--- src/rtl/bmon_pkg.sv ---
package bmon_pkg;
  localparam int WORD_W   = 16;
  localparam int RT_W     = 5;
  localparam int SA_N     = 32;
  localparam int ROWS     = 64;
  localparam int EVT_W    = 4;
  localparam int DESC_LEN = 4;

  typedef enum logic [2:0] {
    PH_IDLE,
    PH_LOOK,
    PH_CMD,
    PH_DP,
    PH_BODY
  } bmon_phase_e;
endpackage

--- src/rtl/bmon_sel_table.sv ---
module bmon_sel_table #(
  parameter int ROWS = 64,
  parameter int COLS = 32
) (
  input  logic                     clk,
  input  logic                     we,
  input  logic [$clog2(ROWS)-1:0]  waddr,
  input  logic [COLS-1:0]          wdata,
  input  logic                     re,
  input  logic [$clog2(ROWS)-1:0]  raddr,
  output logic [COLS-1:0]          rdata
);
  logic [COLS-1:0] mem [ROWS];

  always_ff @(posedge clk) begin
    if (we) mem[waddr] <= wdata;
  end

  always_ff @(posedge clk) begin
    if (re) rdata <= mem[raddr];
  end
endmodule

--- src/rtl/bmon_stack_ptr.sv ---
module bmon_stack_ptr #(
  parameter int SIZE = 256,
  parameter int STEP = 4
) (
  input  logic                    clk,
  input  logic                    rst,
  input  logic                    adv,
  output logic [$clog2(SIZE)-1:0] ptr,
  output logic                    half_pls,
  output logic                    full_pls
);
  localparam int AW = $clog2(SIZE);
  localparam logic [AW-1:0] STEP_V = AW'(STEP);
  localparam logic [AW-1:0] HALF_V = AW'(SIZE / 2);

  logic [AW-1:0] nxt;
  assign nxt = ptr + STEP_V;

  always_ff @(posedge clk) begin
    if (rst) begin
      ptr      <= '0;
      half_pls <= 1'b0;
      full_pls <= 1'b0;
    end else begin
      half_pls <= adv && (nxt == HALF_V);
      full_pls <= adv && (nxt == '0);
      if (adv) ptr <= nxt;
    end
  end
endmodule

--- src/rtl/bmon_evt_queue.sv ---
module bmon_evt_queue #(
  parameter int DEPTH = 32,
  parameter int W     = 4
) (
  input  logic         clk,
  input  logic         rst,
  input  logic         push,
  input  logic [W-1:0] din,
  input  logic         pop,
  output logic         empty,
  output logic [W-1:0] head,
  output logic         overflow
);
  localparam int AW = $clog2(DEPTH);
  localparam logic [AW:0] FULL_V = (AW+1)'(DEPTH);

  logic [W-1:0]  mem [DEPTH];
  logic [AW-1:0] wr_p, rd_p;
  logic [AW:0]   cnt;
  logic          full, do_push, do_pop;

  assign full    = (cnt == FULL_V);
  assign empty   = (cnt == '0);
  assign do_push = push && !full;
  assign do_pop  = pop && !empty;
  assign head    = mem[rd_p];

  always_ff @(posedge clk) begin
    if (do_push) mem[wr_p] <= din;
  end

  always_ff @(posedge clk) begin
    if (rst) begin
      wr_p     <= '0;
      rd_p     <= '0;
      cnt      <= '0;
      overflow <= 1'b0;
    end else begin
      if (do_push) wr_p <= wr_p + 1'b1;
      if (do_pop)  rd_p <= rd_p + 1'b1;
      case ({do_push, do_pop})
        2'b10:   cnt <= cnt + 1'b1;
        2'b01:   cnt <= cnt - 1'b1;
        default: cnt <= cnt;
      endcase
      if (push && full) overflow <= 1'b1;
    end
  end
endmodule

--- src/rtl/bmon_filter_stack.sv ---
module bmon_filter_stack
  import bmon_pkg::*;
#(
  parameter int CSTK_WORDS = 256,
  parameter int DSTK_WORDS = 1024,
  parameter int EVQ_DEPTH  = 32
) (
  input  logic                          clk,
  input  logic                          rst,
  input  logic                          tbl_we,
  input  logic [5:0]                    tbl_row,
  input  logic [31:0]                   tbl_mask,
  input  logic                          cmd_valid,
  input  logic [15:0]                   cmd_word,
  input  logic [15:0]                   time_tag,
  input  logic                          data_valid,
  input  logic [15:0]                   data_word,
  input  logic                          msg_done,
  input  logic [15:0]                   blk_status,
  output logic                          cstk_we,
  output logic [$clog2(CSTK_WORDS)-1:0] cstk_addr,
  output logic [15:0]                   cstk_wdata,
  output logic                          dstk_we,
  output logic [$clog2(DSTK_WORDS)-1:0] dstk_addr,
  output logic [15:0]                   dstk_wdata,
  output logic                          cmd_half_irq,
  output logic                          cmd_full_irq,
  output logic                          dat_half_irq,
  output logic                          dat_full_irq,
  input  logic                          evq_pop,
  output logic                          evq_empty,
  output logic [3:0]                    evq_head,
  output logic                          evq_overflow
);
  localparam int CAW = $clog2(CSTK_WORDS);
  localparam int DAW = $clog2(DSTK_WORDS);
  localparam int RAW = $clog2(ROWS);

  bmon_phase_e   phase;
  logic [15:0]   cmd_q, tt_q;
  logic [DAW-1:0] dsnap;
  logic [SA_N-1:0] row_bits;
  logic [CAW-1:0] cptr;
  logic [DAW-1:0] dptr;
  logic [CAW-3:0] cbase;
  logic          lookup_re, capturing, cadv, dadv;
  logic [EVT_W-1:0] evt;

  assign lookup_re = cmd_valid && (phase == PH_IDLE);
  assign capturing = (phase == PH_CMD) || (phase == PH_DP) || (phase == PH_BODY);
  assign dadv      = data_valid && capturing;
  assign cadv      = msg_done && (phase == PH_BODY);
  assign cbase     = cptr[CAW-1:2];

  bmon_sel_table #(.ROWS(ROWS), .COLS(SA_N)) u_table (
    .clk   (clk),
    .we    (tbl_we),
    .waddr (tbl_row),
    .wdata (tbl_mask),
    .re    (lookup_re),
    .raddr (cmd_word[15:15-RAW+1]),
    .rdata (row_bits)
  );

  bmon_stack_ptr #(.SIZE(CSTK_WORDS), .STEP(DESC_LEN)) u_cptr (
    .clk      (clk),
    .rst      (rst),
    .adv      (cadv),
    .ptr      (cptr),
    .half_pls (cmd_half_irq),
    .full_pls (cmd_full_irq)
  );

  bmon_stack_ptr #(.SIZE(DSTK_WORDS), .STEP(1)) u_dptr (
    .clk      (clk),
    .rst      (rst),
    .adv      (dadv),
    .ptr      (dptr),
    .half_pls (dat_half_irq),
    .full_pls (dat_full_irq)
  );

  // Descriptor sequencer: +1 tag, +2 command, +3 data pointer, +0 status at end.
  always_ff @(posedge clk) begin
    if (rst) begin
      phase      <= PH_IDLE;
      cmd_q      <= '0;
      tt_q       <= '0;
      dsnap      <= '0;
      cstk_we    <= 1'b0;
      cstk_addr  <= '0;
      cstk_wdata <= '0;
    end else begin
      cstk_we <= 1'b0;
      case (phase)
        PH_IDLE: begin
          if (cmd_valid) begin
            cmd_q <= cmd_word;
            tt_q  <= time_tag;
            phase <= PH_LOOK;
          end
        end
        PH_LOOK: begin
          if (row_bits[cmd_q[9:5]]) begin
            cstk_we    <= 1'b1;
            cstk_addr  <= {cbase, 2'd1};
            cstk_wdata <= tt_q;
            dsnap      <= dptr;
            phase      <= PH_CMD;
          end else begin
            phase <= PH_IDLE;
          end
        end
        PH_CMD: begin
          cstk_we    <= 1'b1;
          cstk_addr  <= {cbase, 2'd2};
          cstk_wdata <= cmd_q;
          phase      <= PH_DP;
        end
        PH_DP: begin
          cstk_we    <= 1'b1;
          cstk_addr  <= {cbase, 2'd3};
          cstk_wdata <= 16'(dsnap);
          phase      <= PH_BODY;
        end
        PH_BODY: begin
          if (msg_done) begin
            cstk_we    <= 1'b1;
            cstk_addr  <= {cbase, 2'd0};
            cstk_wdata <= blk_status;
            phase      <= PH_IDLE;
          end
        end
        default: phase <= PH_IDLE;
      endcase
    end
  end

  // Data stream writer
  always_ff @(posedge clk) begin
    if (rst) begin
      dstk_we    <= 1'b0;
      dstk_addr  <= '0;
      dstk_wdata <= '0;
    end else begin
      dstk_we <= dadv;
      if (dadv) begin
        dstk_addr  <= dptr;
        dstk_wdata <= data_word;
      end
    end
  end

  assign evt = {dat_full_irq, dat_half_irq, cmd_full_irq, cmd_half_irq};

  bmon_evt_queue #(.DEPTH(EVQ_DEPTH), .W(EVT_W)) u_evq (
    .clk      (clk),
    .rst      (rst),
    .push     (|evt),
    .din      (evt),
    .pop      (evq_pop),
    .empty    (evq_empty),
    .head     (evq_head),
    .overflow (evq_overflow)
  );
endmodule

--- config.mk ---
export PLATFORM = sky130hd
export DESIGN_NAME = bmon_filter_stack
export DESIGN_NICKNAME = d
export VERILOG_FILES = /design/src/rtl/bmon_pkg.sv /design/src/rtl/bmon_sel_table.sv /design/src/rtl/bmon_stack_ptr.sv /design/src/rtl/bmon_evt_queue.sv /design/src/rtl/bmon_filter_stack.sv
export SDC_FILE = /design/constraint.sdc
export NUM_CORES = 2
export LEC_CHECK = 0
export BUFFER_PORTS_ARGS = -buffer_cell sky130_fd_sc_hd__buf_2
export CORE_AREA = 10 10 443 337
export CTS_BUF_LIST = sky130_fd_sc_hd__clkbuf_4 sky130_fd_sc_hd__clkbuf_8
export DETAILED_ROUTE_END_ITERATION = 8
export DIE_AREA = 0 0 453 347
export HOLD_SLACK_MARGIN = 0.1
export PLACE_DENSITY = 0.81
export SYNTH_ARGS = -nofsm -noshare
export SYNTH_HDL_FRONTEND = slang
export SYNTH_SLANG_ARGS = --single-unit
--- constraint.sdc ---
create_clock -name clk -period 5.1 [get_ports clk]
set_clock_uncertainty 0.05 [all_clocks]
set_input_delay 0.51 -clock clk [delete_from_list [all_inputs] [get_ports clk]]
set_output_delay 0.51 -clock clk [all_outputs]
set_load 0.005 [all_outputs]
* After elaboration in Yosys (flattened, before gate mapping) *
Memory sizes are Yosys's and may differ from the RTL's. A register that Yosys moved wholly into a read port is not among the register bits.
Index checks and enable logic that the tools add are counted.

storage, ports and cells
  flip-flop bits (word level) = 136
  RAM bits = 2,176
  memories = 2
  ROM bits = 0
  latch bits = 0
  logic and storage cells = 89

operators by class
  div/mod/pow operators = 0
  bitwise logic cells = 0
  equal/unequal tests = 12
  multipliers = 0
  reductions and logical operators = 26
  $lt $le $gt $ge = 1
  shift-type cells = 0
  $add $sub $neg = 6
  mux-type cells = 22

memories
  memory       words  bits a word  rd ports  clocked after memory_dff  write ports  line                  text
  u_table.mem  64     32           1         1                         1            bmon_sel_table.sv:13  logic [COLS-1:0] mem [ROWS];
  u_evq.mem    32     4            1         1                         1            bmon_evt_queue.sv:17  logic [W-1:0] mem [DEPTH];

operators by type and width
  cell                   count
  $pmux 16 s4            1
  $mux 16                2
  $pmux 8 s4             1
  $mux 8                 2
  $pmux 3 s5             1
  $pmux 6 s2             1
  $add 10x1->10 const B  1
  $add 5x1->5 const B    2
  $eq 10x10->1 const B   1
  $logic_and 1x1->1      10
  $logic_not 10->1       1
  $mux 5                 2
  $add 8x3->8 const B    1
  $eq 8x8->1 const B     1
  $logic_not 8->1        1
  $mux 1                 7
  $add 6x1->6 const B    1
  $eq 3x2->1 const B     2
  $eq 6x6->1 const B     1
  $logic_not 6->1        1
  $lt 5x6->1 const B     1
  $mux 3                 2
  $ne 2x2->1 const B     3
  $reduce_and 2->1       3
  16 further kinds       18

* Longest topological paths before layout *
  depth after elaboration = 5
  mapped depth = 15
  gate-level depth less buffers = 13

* By module *
A second synthesis with hierarchy kept.

second synthesis, totals
  cell total of the unflattened synthesis = 4,484
  area total of the unflattened synthesis = 91,221.2 um^2

modules (own cells, without submodules)
  module                    area each (um^2)  instances  sequential area each (um^2)  cells each
  bmon_sel_table            78,835.6          1          62,459.9                     3,324
  bmon_evt_queue            6,263.5           1          4,284.1                      413
  bmon_filter_stack         4,969.8           1          1,941.9                      622
  bmon_stack_ptr at u_dptr  719.4             1          240.2                        78
  bmon_stack_ptr at u_cptr  432.9             1          160.2                        47

* Least setup slack after synthesis *
No wires, ideal clock.

  path type = reg-to-reg
  start = register u_evq.cnt[3]
  end = register u_evq.cnt[4]
  data arrival time = 3,019 ps
  slack = 1,910 ps
  library setup time = 121 ps
  cell stages (with the launch flop) = 16
  path through = dfxtp_1 clkbuf_1 or4_1 nor3_1 nor2b_1 clkbuf_1 ha_1 buf_1 xor2_1 ha_1 a21oi_1 nor2b_1 o21ai_0 a21o_1 a31oi_1 mux2_2

between the ends
  longest elaborated chain between the ends = 5
  elaborated cells between the ends (all ways) = 12
  classes of those cells = 2 x add/sub; 3 x eq/ne; 1 x mux; 6 x reduce/logical

ends and longest elaborated chain
  element                                          line                     text
  start: declaration                               bmon_evt_queue.sv:19     logic [AW:0] cnt;
  start signal: assignment                         bmon_evt_queue.sv:42     2'b10: cnt <= cnt + 1'b1;
  start signal: assignment                         bmon_evt_queue.sv:43     2'b01: cnt <= cnt - 1'b1;
  start signal: assignment                         bmon_evt_queue.sv:44     default: cnt <= cnt;
  $logic_not 6->1 (*)                              bmon_evt_queue.sv:23     assign empty = (cnt == '0);
  net evq_empty                                    bmon_filter_stack.sv:31  output logic evq_empty,
  $logic_not 1->1 (*)                              bmon_evt_queue.sv:25     assign do_pop = pop && !empty;
  $logic_and 1x1->1 (*)                            bmon_evt_queue.sv:25
  $eq 2x1->1 or $eq 2x2->1 (tied branches)         bmon_evt_queue.sv:41     case ({do_push, do_pop})
  $pmux 6 s2 or $reduce_bool 2->1 (tied branches)  --

Mark *: on every way through the listed nets, which the timed path passes. The rest lies on a longest branch.
A chain may end at the register's enable or synchronous reset.

* Final worst setup path *
  start = register cmd_q[6]
  end = register dsnap[9]

between the ends
  longest elaborated chain between the ends = 3

ends and longest elaborated chain
  element                            line                      text
  start: declaration                 bmon_filter_stack.sv:40   logic [15:0] cmd_q, tt_q;
  start signal: assignment           bmon_filter_stack.sv:98   cmd_q <= cmd_word;
  $bmux 1 s5                         bmon_filter_stack.sv:104  if (row_bits[cmd_q[9:5]]) begin
  $mux 1 (not written as such)       bmon_filter_stack.sv:104
  $reduce_and 2->1 (no source line)  --
  end signal: assignment             bmon_filter_stack.sv:108  dsnap <= dptr;
  end: declaration                   bmon_filter_stack.sv:41   logic [DAW-1:0] dsnap;

Every way passes these cells. The select of a mux whose other input is x is not followed.

==> run metrics <==
GRT Util Overall 27.8%; layout cells sized above 1 31.4%; Synth Register Bits 2,347; first-pass GRT wire length between 300,000 and 400,000 um; crit path max fanout 24; clock period minus worst slack 4.22 ns; synth top area cells edfxtp_1 (73%), mux4_2 (16%), dfxtp_1 (3.1%); drt initial violations 7,401; worst path required time 5.86 ns; Yosys cell types 56; Worst VDD drop ~0.00027 V; design area just over 100,000 sq um; initial core utilization 64.8%; final wirelength 218,000 um; type of element capturing the critical path flip-flop; largest net degree at the start of global routing 80; outcome finished, final reports clean; Post-synth ARST share 0%; sequential-to-total area share from yosys stat about three quarters; Ports ~170; Max transition margin between 3 and 4%; grt ovf 0; Worst Hold Class in2reg; # resized after CTS 0; Cells after Synth about 4.2k; critical path class reg2reg; share of the synthesized area in the top cell type 73.0%; CTS HTree Levels 5; drt pass-1 iters 7; RSZ-0062 raised after global routing no; Post-CTS Setup Inserts 0; Final GP Congestion 0.850; Pleak 32.3 nW; Worst-path clk slew 0.07 ns; vias in the first global route 47.5k; Final Hold Vio Count 0; hold slack about 0.23 ns; Port Buffers 170; most area-hungry cell type in the Yosys netlist edfxtp_1; Finished Core Util 72.9%; Arr. time, crit path between 4 and 5 ns; # DRC 0; number of max-cap violations 0; power density of the placed cells 370 nW/um^2; Mapped Avg Cell Area between 20 and 25 sq um; Vias ~47k; final net count 4,883; hpwl dp around 120,000 um; maximum clock rate roughly 240 MHz; Die Width between 400 and 500 um; slew of the pin with the lowest slew margin between 1 and 1.5 ns; clk root buf clkbuf_8; Top FF cell, synth edfxtp_1; area of placed instances 94,600 sq um; full die area about 160,000 sq um; FP Rows 119; CP startpoint kind flip-flop; EDFF count, synth 2,208; CTS buffer count 349; syn_nets 4,359; commonest cells in the netlist edfxtp_1 (2,208), mux4_2 (654), nand2_1 (210); setup tns final 0 ns; synth warn 0; Final Cycle Share 82.8%; endpoints failing setup 0; Core ar. 140,000 sq um; post-synthesis instance area 90,800 sq um; initial antenna violation count 15; clk buf depth 4; max-slew violations 0; P&R area growth vs syn 12.6%; DR vias/cell 6.88; Hold Buf Count CTS ~110; CTS tree built; WL per Instance 31.7 um; Clock Sinks 2,347; Final ANT Viol Nets 0; clk_lat worst skew 1.01 ns; top-count cell post-synth edfxtp_1; Die Y 347 um
cell families after synthesis:
kind of cell    after synthesis  synth area share (%)
fa+ha+maj                    11                 0.152
flops                      2347                  76.1
compound gates              266                  1.95
buf+inv                     263                  1.32
simple gates                556                  2.70
xor+xnor                     30                 0.289
mux                         766                  17.5
sequential cells by signal (all words and copies together) (netlist names), 6 cells and up, named ones only:
signal,cells
dsnap,10
u_evq.cnt,6
cstk_addr,8
u_table.mem,2048
cstk_wdata,16
cmd_q,16
u_cptr.ptr,6
tt_q,16
u_dptr.ptr,10
u_evq.mem,128
dstk_addr,10
u_table.rdata,32
dstk_wdata,16
cell type report:
class,count,area [sq um]
antenna,7,17.5
clock buffer,469,5780
clock inverter,119,642
fill,7249,37900
inverter,11,41.3
multi-input combinational,1629,21000
sequential,2347,69100
tap,1875,2350
timing repair buffer,425,3300
routing by layer:
metal,vias up,track usage (%),share of wire (%)
li1,18800,-,-
met1,24300,41.1,37
met2,3747,41.6,47
met3,548,6.51,12
met4,14,9.36,2.8
met5,-,0,0.036
worst max-delay path: stages, from the launching register on:
cell     delay, ns
dfxtp_1       0.35
buf_4         0.44
mux2i_1       1.05
nand2_1       0.12
nand3_1       0.14
and2_1        0.85
a21oi_1       0.70
mux2i_1       0.27
report_power, final:
group	internal, mW	switching [mW]
Combinational	0.826	1.24
Sequential	21.2	0.114
Clock	7.56	6.86
layout by cell type, fill, tap and decap left out, drive strengths merged, types with 6 or more instances in the layout:
cell,synthesis,routed
a22oi,57,57
a32oi,6,6
mux2i,96,96
mux2,16,16
nor2b,26,26
and2,6,6
o21a,6,6
o311ai,6,6
xor2,21,21
diode,0,7
a221oi,6,6
ha,11,11
nor2,191,191
nand4,12,12
dfxtp,139,139
nand3,25,25
o211ai,6,6
a31oi,8,8
a211oi,25,25
o41ai,11,11
clkinv,2,108
a2111oi,6,6
or3,13,13
inv,9,11
nand2,210,210
edfxtp,2208,2208
mux4,654,654
o22ai,25,25
dlygate4sd3,0,114
xnor2,9,9
nor3,26,26
nand2b,6,6
clkbuf,125,469
buf,127,311
nand3b,10,10
and3,15,15
a21oi,92,92
clkinvlp,0,6
metrics by stage:
step | worst slack, ns | std cells | total power, mW
6_report | 0.877 | 6882 | 37.8
5_1_grt | 0.741 | 6880 | 38.9
3_3_place_gp | 1.24 | 6173 | 23.6
3_5_place_dp | 1.20 | 6173 | 23.7
4_1_cts | 0.801 | 6875 | 37.9
2_1_floorplan | 1.91 | 4239 | 22.9
path summary, 6_finish.rpt:
path | slack [ns] | depth (start not counted) | start | to
max | 0.88 | 7 | cmd_q[6] | dsnap[9]
min | 0.23 | 1 | tbl_mask[1] | u_table.mem[47][1]
max reg2reg | 0.88 | 7 | cmd_q[6] | dsnap[9]
min reg2reg | 0.41 | 2 | cmd_q[13] | cmd_q[13]
Power figures use the tool's default switching activity.
